$ cat src/rtl/li_adapter_pkg.sv
package li_adapter_pkg;

  typedef enum logic {
    MODE_LOCKSTEP = 1'b0,
    MODE_DILATE   = 1'b1
  } li_mode_e;

endpackage

$ cat src/rtl/li_fire_ctrl.sv
module li_fire_ctrl
  import li_adapter_pkg::*;
#(
  parameter li_mode_e MODE = MODE_LOCKSTEP
) (
  input  logic clk,
  input  logic rst_n,
  input  logic start_i,
  input  logic fin_i,
  output logic active_o,
  output logic done_o
);

  logic pend_q;
  logic pend_d;
  logic open_w;

  assign open_w = start_i | pend_q;

  generate
    if (MODE == MODE_DILATE) begin : g_dilate
      always_comb begin
        pend_d = open_w & ~fin_i;
      end
      assign done_o = open_w & fin_i;
    end else begin : g_lockstep
      always_comb begin
        pend_d = 1'b0 & fin_i;
      end
      assign done_o = start_i;
    end
  endgenerate

  assign active_o = open_w;

  always_ff @(posedge clk or negedge rst_n) begin
    if (!rst_n) begin
      pend_q <= 1'b0;
    end else begin
      pend_q <= pend_d;
    end
  end

endmodule

$ cat src/rtl/li_rx_hold.sv
module li_rx_hold #(
  parameter int WORD_W = 32,
  localparam int MSG_W = WORD_W + 1
) (
  input  logic              clk,
  input  logic              rst_n,
  input  logic              active_i,
  input  logic              end_i,
  input  logic              ch_ready_i,
  input  logic [MSG_W-1:0]  ch_data_i,
  output logic              ch_read_o,
  output logic              lg_exists_o,
  output logic [WORD_W-1:0] lg_word_o,
  output logic              lg_ctrl_o,
  input  logic              lg_read_i
);

  logic             full_q, full_d;
  logic             used_q, used_d;
  logic [MSG_W-1:0] msg_q;
  logic             drain;
  logic             take;

  always_comb begin
    drain  = lg_read_i & full_q & active_i;
    take   = active_i & ~used_q & ch_ready_i & (~full_q | drain);
    full_d = take | (full_q & ~drain);
    used_d = end_i ? 1'b0 : (used_q | take);
  end

  always_ff @(posedge clk or negedge rst_n) begin
    if (!rst_n) begin
      full_q <= 1'b0;
      used_q <= 1'b0;
      msg_q  <= '0;
    end else begin
      full_q <= full_d;
      used_q <= used_d;
      if (take) begin
        msg_q <= ch_data_i;
      end
    end
  end

  assign ch_read_o   = take;
  assign lg_exists_o = full_q & active_i;
  assign lg_ctrl_o   = msg_q[WORD_W];
  assign lg_word_o   = msg_q[WORD_W-1:0];

endmodule

$ cat src/rtl/li_tx_gate.sv
module li_tx_gate #(
  parameter int WORD_W = 32,
  localparam int MSG_W = WORD_W + 1
) (
  input  logic              clk,
  input  logic              rst_n,
  input  logic              active_i,
  input  logic              end_i,
  input  logic              ch_ready_i,
  output logic              ch_write_o,
  output logic [MSG_W-1:0]  ch_data_o,
  input  logic              lg_write_i,
  input  logic [WORD_W-1:0] lg_word_i,
  input  logic              lg_ctrl_i,
  output logic              lg_full_o
);

  logic used_q, used_d;
  logic room;
  logic push;

  always_comb begin
    room   = ch_ready_i & active_i & ~used_q;
    push   = lg_write_i & room;
    used_d = end_i ? 1'b0 : (used_q | push);
  end

  always_ff @(posedge clk or negedge rst_n) begin
    if (!rst_n) begin
      used_q <= 1'b0;
    end else begin
      used_q <= used_d;
    end
  end

  assign lg_full_o  = ~room;
  assign ch_write_o = push;
  assign ch_data_o  = {lg_ctrl_i, lg_word_i};

endmodule

$ cat src/rtl/li_port_adapter.sv
module li_port_adapter
  import li_adapter_pkg::*;
#(
  parameter li_mode_e MODE   = MODE_LOCKSTEP,
  parameter int       WORD_W = 32,
  localparam int      MSG_W  = WORD_W + 1
) (
  input  logic              clk,
  input  logic              rst_n,
  input  logic              start_i,
  input  logic              core_fin_i,
  output logic              done_o,
  input  logic              in_ready_i,
  output logic              in_read_o,
  input  logic [MSG_W-1:0]  in_data_i,
  input  logic              out_ready_i,
  output logic              out_write_o,
  output logic [MSG_W-1:0]  out_data_o,
  output logic              lg_rx_exists_o,
  input  logic              lg_rx_read_i,
  output logic [WORD_W-1:0] lg_rx_word_o,
  output logic              lg_rx_ctrl_o,
  output logic              lg_tx_full_o,
  input  logic              lg_tx_write_i,
  input  logic [WORD_W-1:0] lg_tx_word_i,
  input  logic              lg_tx_ctrl_i
);

  logic active;
  logic done;

  li_fire_ctrl #(.MODE(MODE)) u_fire (
    .clk      (clk),
    .rst_n    (rst_n),
    .start_i  (start_i),
    .fin_i    (core_fin_i),
    .active_o (active),
    .done_o   (done)
  );

  li_rx_hold #(.WORD_W(WORD_W)) u_rx (
    .clk         (clk),
    .rst_n       (rst_n),
    .active_i    (active),
    .end_i       (done),
    .ch_ready_i  (in_ready_i),
    .ch_data_i   (in_data_i),
    .ch_read_o   (in_read_o),
    .lg_exists_o (lg_rx_exists_o),
    .lg_word_o   (lg_rx_word_o),
    .lg_ctrl_o   (lg_rx_ctrl_o),
    .lg_read_i   (lg_rx_read_i)
  );

  li_tx_gate #(.WORD_W(WORD_W)) u_tx (
    .clk        (clk),
    .rst_n      (rst_n),
    .active_i   (active),
    .end_i      (done),
    .ch_ready_i (out_ready_i),
    .ch_write_o (out_write_o),
    .ch_data_o  (out_data_o),
    .lg_write_i (lg_tx_write_i),
    .lg_word_i  (lg_tx_word_i),
    .lg_ctrl_i  (lg_tx_ctrl_i),
    .lg_full_o  (lg_tx_full_o)
  );

  assign done_o = done;

endmodule

$ cat config.mk
export PLATFORM = sky130hd
export DESIGN_NAME = li_port_adapter
export DESIGN_NICKNAME = d
export VERILOG_FILES = /design/src/rtl/li_adapter_pkg.sv /design/src/rtl/li_fire_ctrl.sv /design/src/rtl/li_rx_hold.sv /design/src/rtl/li_tx_gate.sv /design/src/rtl/li_port_adapter.sv
export SDC_FILE = /design/constraint.sdc
export NUM_CORES = 1
export LEC_CHECK = 0
export BUFFER_PORTS_ARGS = -buffer_cell sky130_fd_sc_hd__buf_4
export CAP_MARGIN = 0
export CORE_AREA = 2 2 67 69
export CTS_CLUSTER_SIZE = 25
export DETAILED_ROUTE_END_ITERATION = 16
export DIE_AREA = 0 0 69 71
export PLACE_DENSITY = 0.83
export SLEW_MARGIN = 30
export SYNTH_ARGS = -nofsm -noshare
export SYNTH_HDL_FRONTEND = slang
export SYNTH_SLANG_ARGS = --single-unit
$ cat constraint.sdc
create_clock -name clk -period 2.5 [get_ports clk]
set_input_delay 0.5 -clock clk [delete_from_list [all_inputs] [get_ports clk]]
set_output_delay 0.5 -clock clk [all_outputs]
set_load 0.005 [all_outputs]
Word-level counts from Yosys, hierarchy flattened
Index checks and enable logic that the tools add are counted.

storage, ports and cells
  input bits = 74
  word-level logic and storage cells = 25
  output and inout port bits = 71
  register bits after elaboration = 36

cells by class
  bitwise gates (word level) = 19
  muxes and demuxes = 2

operators by type and width
  cell         count
  $and 1x1->1  10
  $not 1->1    5
  $or 1x1->1   4
  $mux 1       2

Longest topological paths before layout
Gate-level depths: netlist of run 1.

  depth in word-level cells = 6
  mapped depth = 4
  depth with buffers taken out = 3

Hierarchy
Synthesis of run 1 repeated with hierarchy kept, for this count alone.

unflattened totals
  cell total of the unflattened synthesis = 119
  area total of the unflattened synthesis = 1661.6 um^2

modules (own cells, without submodules)
  module        times used  sequential area each (um^2)  cells each  area an instance (um^2)
  li_rx_hold    1           875.8                        78          1336.3
  li_tx_gate    1           25.0                         39          310.3
  li_fire_ctrl  1           0.0                          2           15.0

Worst setup path after synthesis of run 1
Ideal clock, no wire load.

  kind = in2out
  start = input in_ready_i
  end = output in_read_o
  path buffers = 1
  arrival time = 1.088 ns
  data required time = 2.000 ns
  path slack = 0.912 ns
  stages on the path = 3
  path through = nand2_1 -> nor3_4 -> buf_6

on the way
  word-level cells in the longest chain between the ends = 2

ends and longest elaborated chain
  item                      RTL line               source
  from (decl)               li_port_adapter.sv:13  input logic in_ready_i,
  $and 1x1->1 (2 in a row)  li_rx_hold.sv:26       take = active_i & ~used_q & ch_ready_i & (~full_q | drain);
  to (decl)                 li_port_adapter.sv:14  output logic in_read_o,

Every way passes these cells.

Worst setup path in the final report of run 1
  start = register u_rx.full_q
  end = output in_read_o

on the way
  word-level cells in the longest chain between the ends = 4
  elaborated cells between the ends (all ways) = 5
  classes of those cells = bitwise (5)

ends and longest elaborated chain
  item                      RTL line          source
  from (decl)               li_rx_hold.sv:18  logic full_q, full_d;
  from (signal assigned)    li_rx_hold.sv:37  full_q <= full_d;
  $and 1x1->1 (2 in a row)  li_rx_hold.sv:25  drain = lg_read_i & full_q & active_i;
  $or 1x1->1 (*)            li_rx_hold.sv:26
  $and 1x1->1 (*)           li_rx_hold.sv:26

Every way passes the cells marked *; elsewhere a longest branch is shown, timed or not.

==> qor.csv, run 1 <==
metric,value,unit
initial antenna violation count,0,
Die ar.,4900,sq um
root buffer cell,clkbuf_8,
Synth cell types,14,
WS Path Type,reg -> out,
io pins,145,
clk sinks,36,
power density cells,729,nW/um^2
largest net degree at the start of global routing,37,
Iteration-0 DRC Markers,12,
"Area growth, synth to finish",28.1,%
crit path time final,1.78,ns
routed wire length,3120,um
Syn Inst Count,118,
fmax,561,MHz
fin crit share,71.3,%
fin nets,241,
Max Cap Viol,0,
Top Metal Used,met4,
die width,69,um
first-pass GRT wire length,5300,um
Yosys top cell by area,dfrtp_1,
Initial Util,38.9,%
synthesized area per cell,13.9,sq um
routed length on met2,1580,um
RSZ-0062 raised after global routing,false,
crit path DAT,1.28,ns
"Max FO, Critical Path",11,
Max-Slew Margin vs Limit,69.9,%
"Hold Vio Cnt, Final",0,
GRT Overall Usage,13.8,%
Yosys top cell area share,55.1,%
# port buffers,77,
length of routed wiring on met1,1040,um
Overflow after GRT,0,
"Slew Viols, Final",0,
Tightest Pin Transition,0.452,ns
post-DP HPWL,2440,um
worst-case vdd ir drop,0.408,mV
hold slack final,0.165,ns
Synth Warn #,0,
final worst-path setup slack,0.717,ns
worst-skew pair later-pin latency,0.28,ns
Worst EP required,2.00,ns
post-CTS sizing,0,
H-tree depth,2,
CTS tree,done,
TritonCTS Buffers,5,
Worst setup SP type,flip-flop,
vias in the first global route,1104,
status,"complete, no violations",
post-CTS setup buffer count,0,
"Clk pin slew, worst setup/hold paths",0.06,ns
Placer Congestion,0.714,
met3 wire length,351,um
routed vias,1029,
Seq cells post-synth,36,
# setup viols final,0,
sequential area share after synthesis,55.1,%
Synthesized Nets,192,
CP Capture Type,primary output,
layout cells sized above 1,70.2,%
Hold WC Path Type,in -> async,
Hold Buf Count CTS,0,
Setup Skew,0.00257,ns
Post-Syn Area,1640,sq um
WL/cell,14.2,um
Setup Slack @ Placement,0.738,ns
Total Neg Setup Slack,0,ns
final antenna-violating net count,0,
chip height,71,um
n_diodes,0,
clock tree buffer depth,2,
Post-route DRC,0,
vias per inst,4.68,
core area,4200,sq um
num rows,24,
leak pwr,1.01,nW
first-pass iteration count of the detailed router,2,
dominant cells by area after synthesis,"dfrtp_1 (55%), mux2_2 (22%), buf_4 (16%), buf_6 (2.1%), nor3_4 (0.99%)",
## metal layers
layer  up-vias  global-route usage [%]
li1        457                       -
met1       486                    14.8
met2        71                    22.3
met3        15                    5.98
met4         0                    8.71
met5         -                       0
## cells by family (layout without fill, tap and decap cells)
group | Yosys count | count (layout) | synth area share (%)
buffers and inverters | 38 | 88 | 17.9
flip-flops | 36 | 36 | 55.1
AND/OR/NAND/NOR | 10 | 10 | 3.98
multiplexers | 33 | 33 | 22.7
AO/OA/AOI/OAI | 1 | 1 | 0.306
## placed cells by master, fill, tap and decap left out, drive strengths merged
cell    count
and2b       1
dfrtp      36
nand2       3
and2        1
buf        79
o21ai       1
clkbuf      8
nand3b      1
nor2b       2
nor2        1
nor3        1
mux2       33
inv         1
## layout make-up
class / instances / area, sq um
multi-input cells: 44 / 442
repair buffers: 79 / 593
fillers: 376 / 2110
flip-flops and latches: 36 / 901
clock buffers: 8 / 90.1
well taps: 52 / 65.1
inverters: 1 / 3.75
## Yosys cell counts
master,number
dfrtp_1,36
buf_4,34
mux2_2,32
buf_6,3
nand2_1,3
nor2b_1,2
and2_1,1
and2b_1,1
inv_1,1
mux2_1,1
nand3b_1,1
nor2_1,1
nor3_4,1
o21ai_0,1
## flip-flops by register name, indices dropped and copies added (netlist names)
signal / flops
u_rx.msg_q: 33
u_rx.full_q: 1
u_rx.used_q: 1
u_tx.used_q: 1
## per-stage QoR
| stage | total power, mW | util, % | cells | cell area (sq um) |
|---|---|---|---|---|
| 6_report | 1.53 | 49.8 | 220 | 2090 |
| 5_1_grt | 1.62 | 49.8 | 220 | 2090 |
| 4_1_cts | 1.56 | 49.8 | 220 | 2090 |
| 3_5_place_dp | 1.14 | 47.7 | 212 | 2000 |
| 3_3_place_gp | 1.12 | 47.7 | 212 | 2000 |
| 2_1_floorplan | 0.929 | - | 118 | 1640 |
## report_power, final
part | internal [mW] | total (mW) | leakage, nW | switching [mW]
clock network | 0.224 | 0.409 | 0.0455 | 0.184
logic | 0.257 | 0.372 | 0.540 | 0.115
registers | 0.691 | 0.746 | 0.427 | 0.0553
total | 1.17 | 1.53 | 1.01 | 0.354
## worst max-delay path: stages (launching register included)
cell and delay, ns:
dfrtp_1 0.38, nor2b_1 0.15, nor3_4 0.12, buf_4 0.22, buf_4 0.13
## final timing paths
path                                   to  cells after the start  slack, ns   startpoint
min                        u_rx.msg_q[25]                      1       0.17        rst_n
max in group asynchronous     u_rx.full_q                      1       2.01        rst_n
min in group clk              u_rx.used_q                      2       0.43      start_i
max reg2reg                u_rx.msg_q[26]                      4       1.03  u_rx.full_q
min reg2reg                   u_tx.used_q                      1       0.48  u_tx.used_q
max                             in_read_o                      4       0.72  u_rx.full_q
(Power assumes the default switching activity.)
==> inputs of run 2 (changes only) <==
--- a/config.mk
+++ b/config.mk
@@ -7,11 +7,11 @@
 export LEC_CHECK = 0
 export BUFFER_PORTS_ARGS = -buffer_cell sky130_fd_sc_hd__buf_4
 export CAP_MARGIN = 0
-export CORE_AREA = 2 2 67 69
+export CORE_AREA = 2 2 70 72
 export CTS_CLUSTER_SIZE = 25
 export DETAILED_ROUTE_END_ITERATION = 16
-export DIE_AREA = 0 0 69 71
-export PLACE_DENSITY = 0.83
+export DIE_AREA = 0 0 72 74
+export PLACE_DENSITY = 0.77
 export SLEW_MARGIN = 30
 export SYNTH_ARGS = -nofsm -noshare
 export SYNTH_HDL_FRONTEND = slang
==> constraint.sdc (replaced) <==
create_clock -name clk -period 1.85 [get_ports clk]
set_input_delay 0.37 -clock clk [delete_from_list [all_inputs] [get_ports clk]]
set_output_delay 0.37 -clock clk [all_outputs]
set_load 0.005 [all_outputs]
==> run 2 against run 1 <==
Clock skew increased by 0.0073 ns. Non-clock buffer count shrank 1. Clock-buffer cell count shrank 3. Sequential power up 35%.
==> qor.csv, run 2 (synthesis gave the netlist of run 1 again) <==
metric,value,unit,change
Placer Congestion,0.685,,was 0.714
largest net degree at the start of global routing,37,,unchanged
"Clk pin slew, worst setup/hold paths",0.08,ns,was 0.06 ns
power density cells,978,nW/um^2,was 729 nW/um^2
WS Path Type,reg -> out,,unchanged
first-pass GRT wire length,4870,um,was 5300 um
R2R Path End,u_rx.msg_q[2],,was u_rx.msg_q[26]
Worst setup SP type,flip-flop,,unchanged
vias in the first global route,1067,,"was 1,104"
clock tree buffer depth,2,,unchanged
"Max FO, Critical Path",34,,was 11
Reg-to-Reg Start,u_rx.full_q,,unchanged
Initial Util,35.6,%,was 38.9%
final antenna-violating net count,0,,unchanged
routed vias,1016,,"was 1,029"
vias per inst,4.60,,was 4.68
leak pwr,1.01,nW,about the same
Max-Slew Margin vs Limit,69.8,%,was 69.9%
worst-case vdd ir drop,0.373,mV,was 0.408 mV
Total Neg Setup Slack,0,ns,unchanged
core area,4600,sq um,was 4200 sq um
post-DP HPWL,2390,um,was 2440 um
status,"complete, no violations",,unchanged
Setup Skew,0.00983,ns,was 0.00257 ns
"Slew Viols, Final",0,,unchanged
Critical Path Source,u_rx.full_q,,unchanged
"commonest non-fill, non-tap cell in the layout",buf_4,,unchanged
fin nets,240,,was 241
most frequent cells in the layout,"buf_4 (77), dfrtp_1 (36), mux2_2 (32)",,"was buf_4 (79), dfrtp_1 (36), mux2_2 (32)"
TritonCTS Buffers,5,,unchanged
"Area growth, synth to finish",28.4,%,was 28.1%
Hold WC Path Type,in -> async,,unchanged
post-CTS sizing,0,,unchanged
WL/cell,14.5,um,was 14.2 um
num rows,25,,was 24
n_diodes,0,,unchanged
GRT Overall Usage,12.0,%,was 13.8%
worst-skew pair later-pin latency,0.28,ns,about the same
initial antenna violation count,0,,unchanged
post-layout util,45.7,%,was 49.8%
crit path time final,1.75,ns,
fmax,571,MHz,
die width,72,um,was 69 um
clk sinks,36,,unchanged
Hold Buf Count CTS,0,,unchanged
crit path DAT,1.38,ns,was 1.28 ns
Iteration-0 DRC Markers,16,,was 12
overall power,2.05,mW,was 1.53 mW
fin crit share,94.6,%,
number of flip-flops in the largest register,33,,unchanged
H-tree depth,2,,unchanged
routed wire length,3200,um,was 3120 um
# port buffers,77,,unchanged
Post-route DRC,0,,unchanged
Worst EP required,1.48,ns,was 2.00 ns
Biggest register,u_rx.msg_q,,unchanged
worst r2r path cells,4,,unchanged
CTS tree,done,,unchanged
post-CTS setup buffer count,0,,unchanged
CP Capture Type,primary output,,unchanged
io pins,145,,unchanged
# setup viols final,0,,unchanged
layout cells sized above 1,71.3,%,was 70.2%
Tightest Pin Transition,0.453,ns,was 0.452 ns
flop2flop setup slack,0.41,ns,was 1.03 ns
Overflow after GRT,0,,unchanged
root buffer cell,clkbuf_8,,unchanged
CP Capture Point,in_read_o,,unchanged
"Hold Vio Cnt, Final",0,,unchanged
Max Cap Viol,0,,unchanged
first-pass iteration count of the detailed router,2,,unchanged
chip height,74,um,was 71 um
Die ar.,5330,sq um,was 4900 sq um
RSZ-0062 raised after global routing,false,,unchanged
## run 2: changes by cell type in the layout (fill, tap and decap cells not counted), sizes merged
cell | previous run | this run
clkbuf | 8 | 5
buf | 79 | 78
clkinv | 0 | 3
## run 2: how the worst min path moves through the flow
| stage | start | endpoint | slack [ns] |
|---|---|---|---|
| after detailed placement | rst_n | u_rx.msg_q[29] | 0.36 |
| after CTS | rst_n | u_rx.msg_q[29] | 0.05 |
| after floorplan | rst_n | u_rx.full_q | 0.07 |
| after global routing | rst_n | u_rx.msg_q[1] | 0.06 |
| final | rst_n | u_rx.msg_q[31] | 0.03 |
| after global placement | rst_n | u_rx.msg_q[29] | 0.35 |
## run 2: area by class of cell
| class | instances | area (sq um) |
|---|---|---|
| inverters | 1 | 3.75 |
| repair buffers | 78 | 598 |
| multi-input cells | 44 | 442 |
| clock inverters | 3 | 18.8 |
| fillers | 424 | 2500 |
| clock buffers | 5 | 68.8 |
| flip-flops and latches | 36 | 901 |
| well taps | 54 | 67.6 |
## run 2: critical path, stage by stage, from the launching register on
cell and delay (ns):
dfrtp_1 0.40, nor2b_1 0.16, nor3_4 0.15, buf_12 0.24, buf_4 0.14
## run 2: where the power goes
group	total, mW	internal (mW)	switching [mW]
Sequential	1.01	0.933	0.0734
Clock	0.539	0.262	0.277
Combinational	0.509	0.349	0.160
Total	2.05	1.54	0.510
## run 2: metal layers
metal	global-route usage, %	vias to the layer above	share of wire (%)	wire length [um]
met2	22.0	62	54	1720
li1	-	451	-	-
met3	5.69	9	10	319
met1	11.7	494	35	1110
met4	4.61	0	1.4	45
met5	0	-	0	0
## run 2: stage by stage
stage	area, sq um	worst slack (ns)	cells	hold WS [ns]
5_1_grt	2100	0.00440	221	0.0559
6_report	2100	0.0990	221	0.0310
3_5_place_dp	2010	0.284	213	0.364
2_1_floorplan	1640	0.439	118	0.0744
4_1_cts	2100	0.0840	221	0.0468
3_3_place_gp	2010	0.296	213	0.354
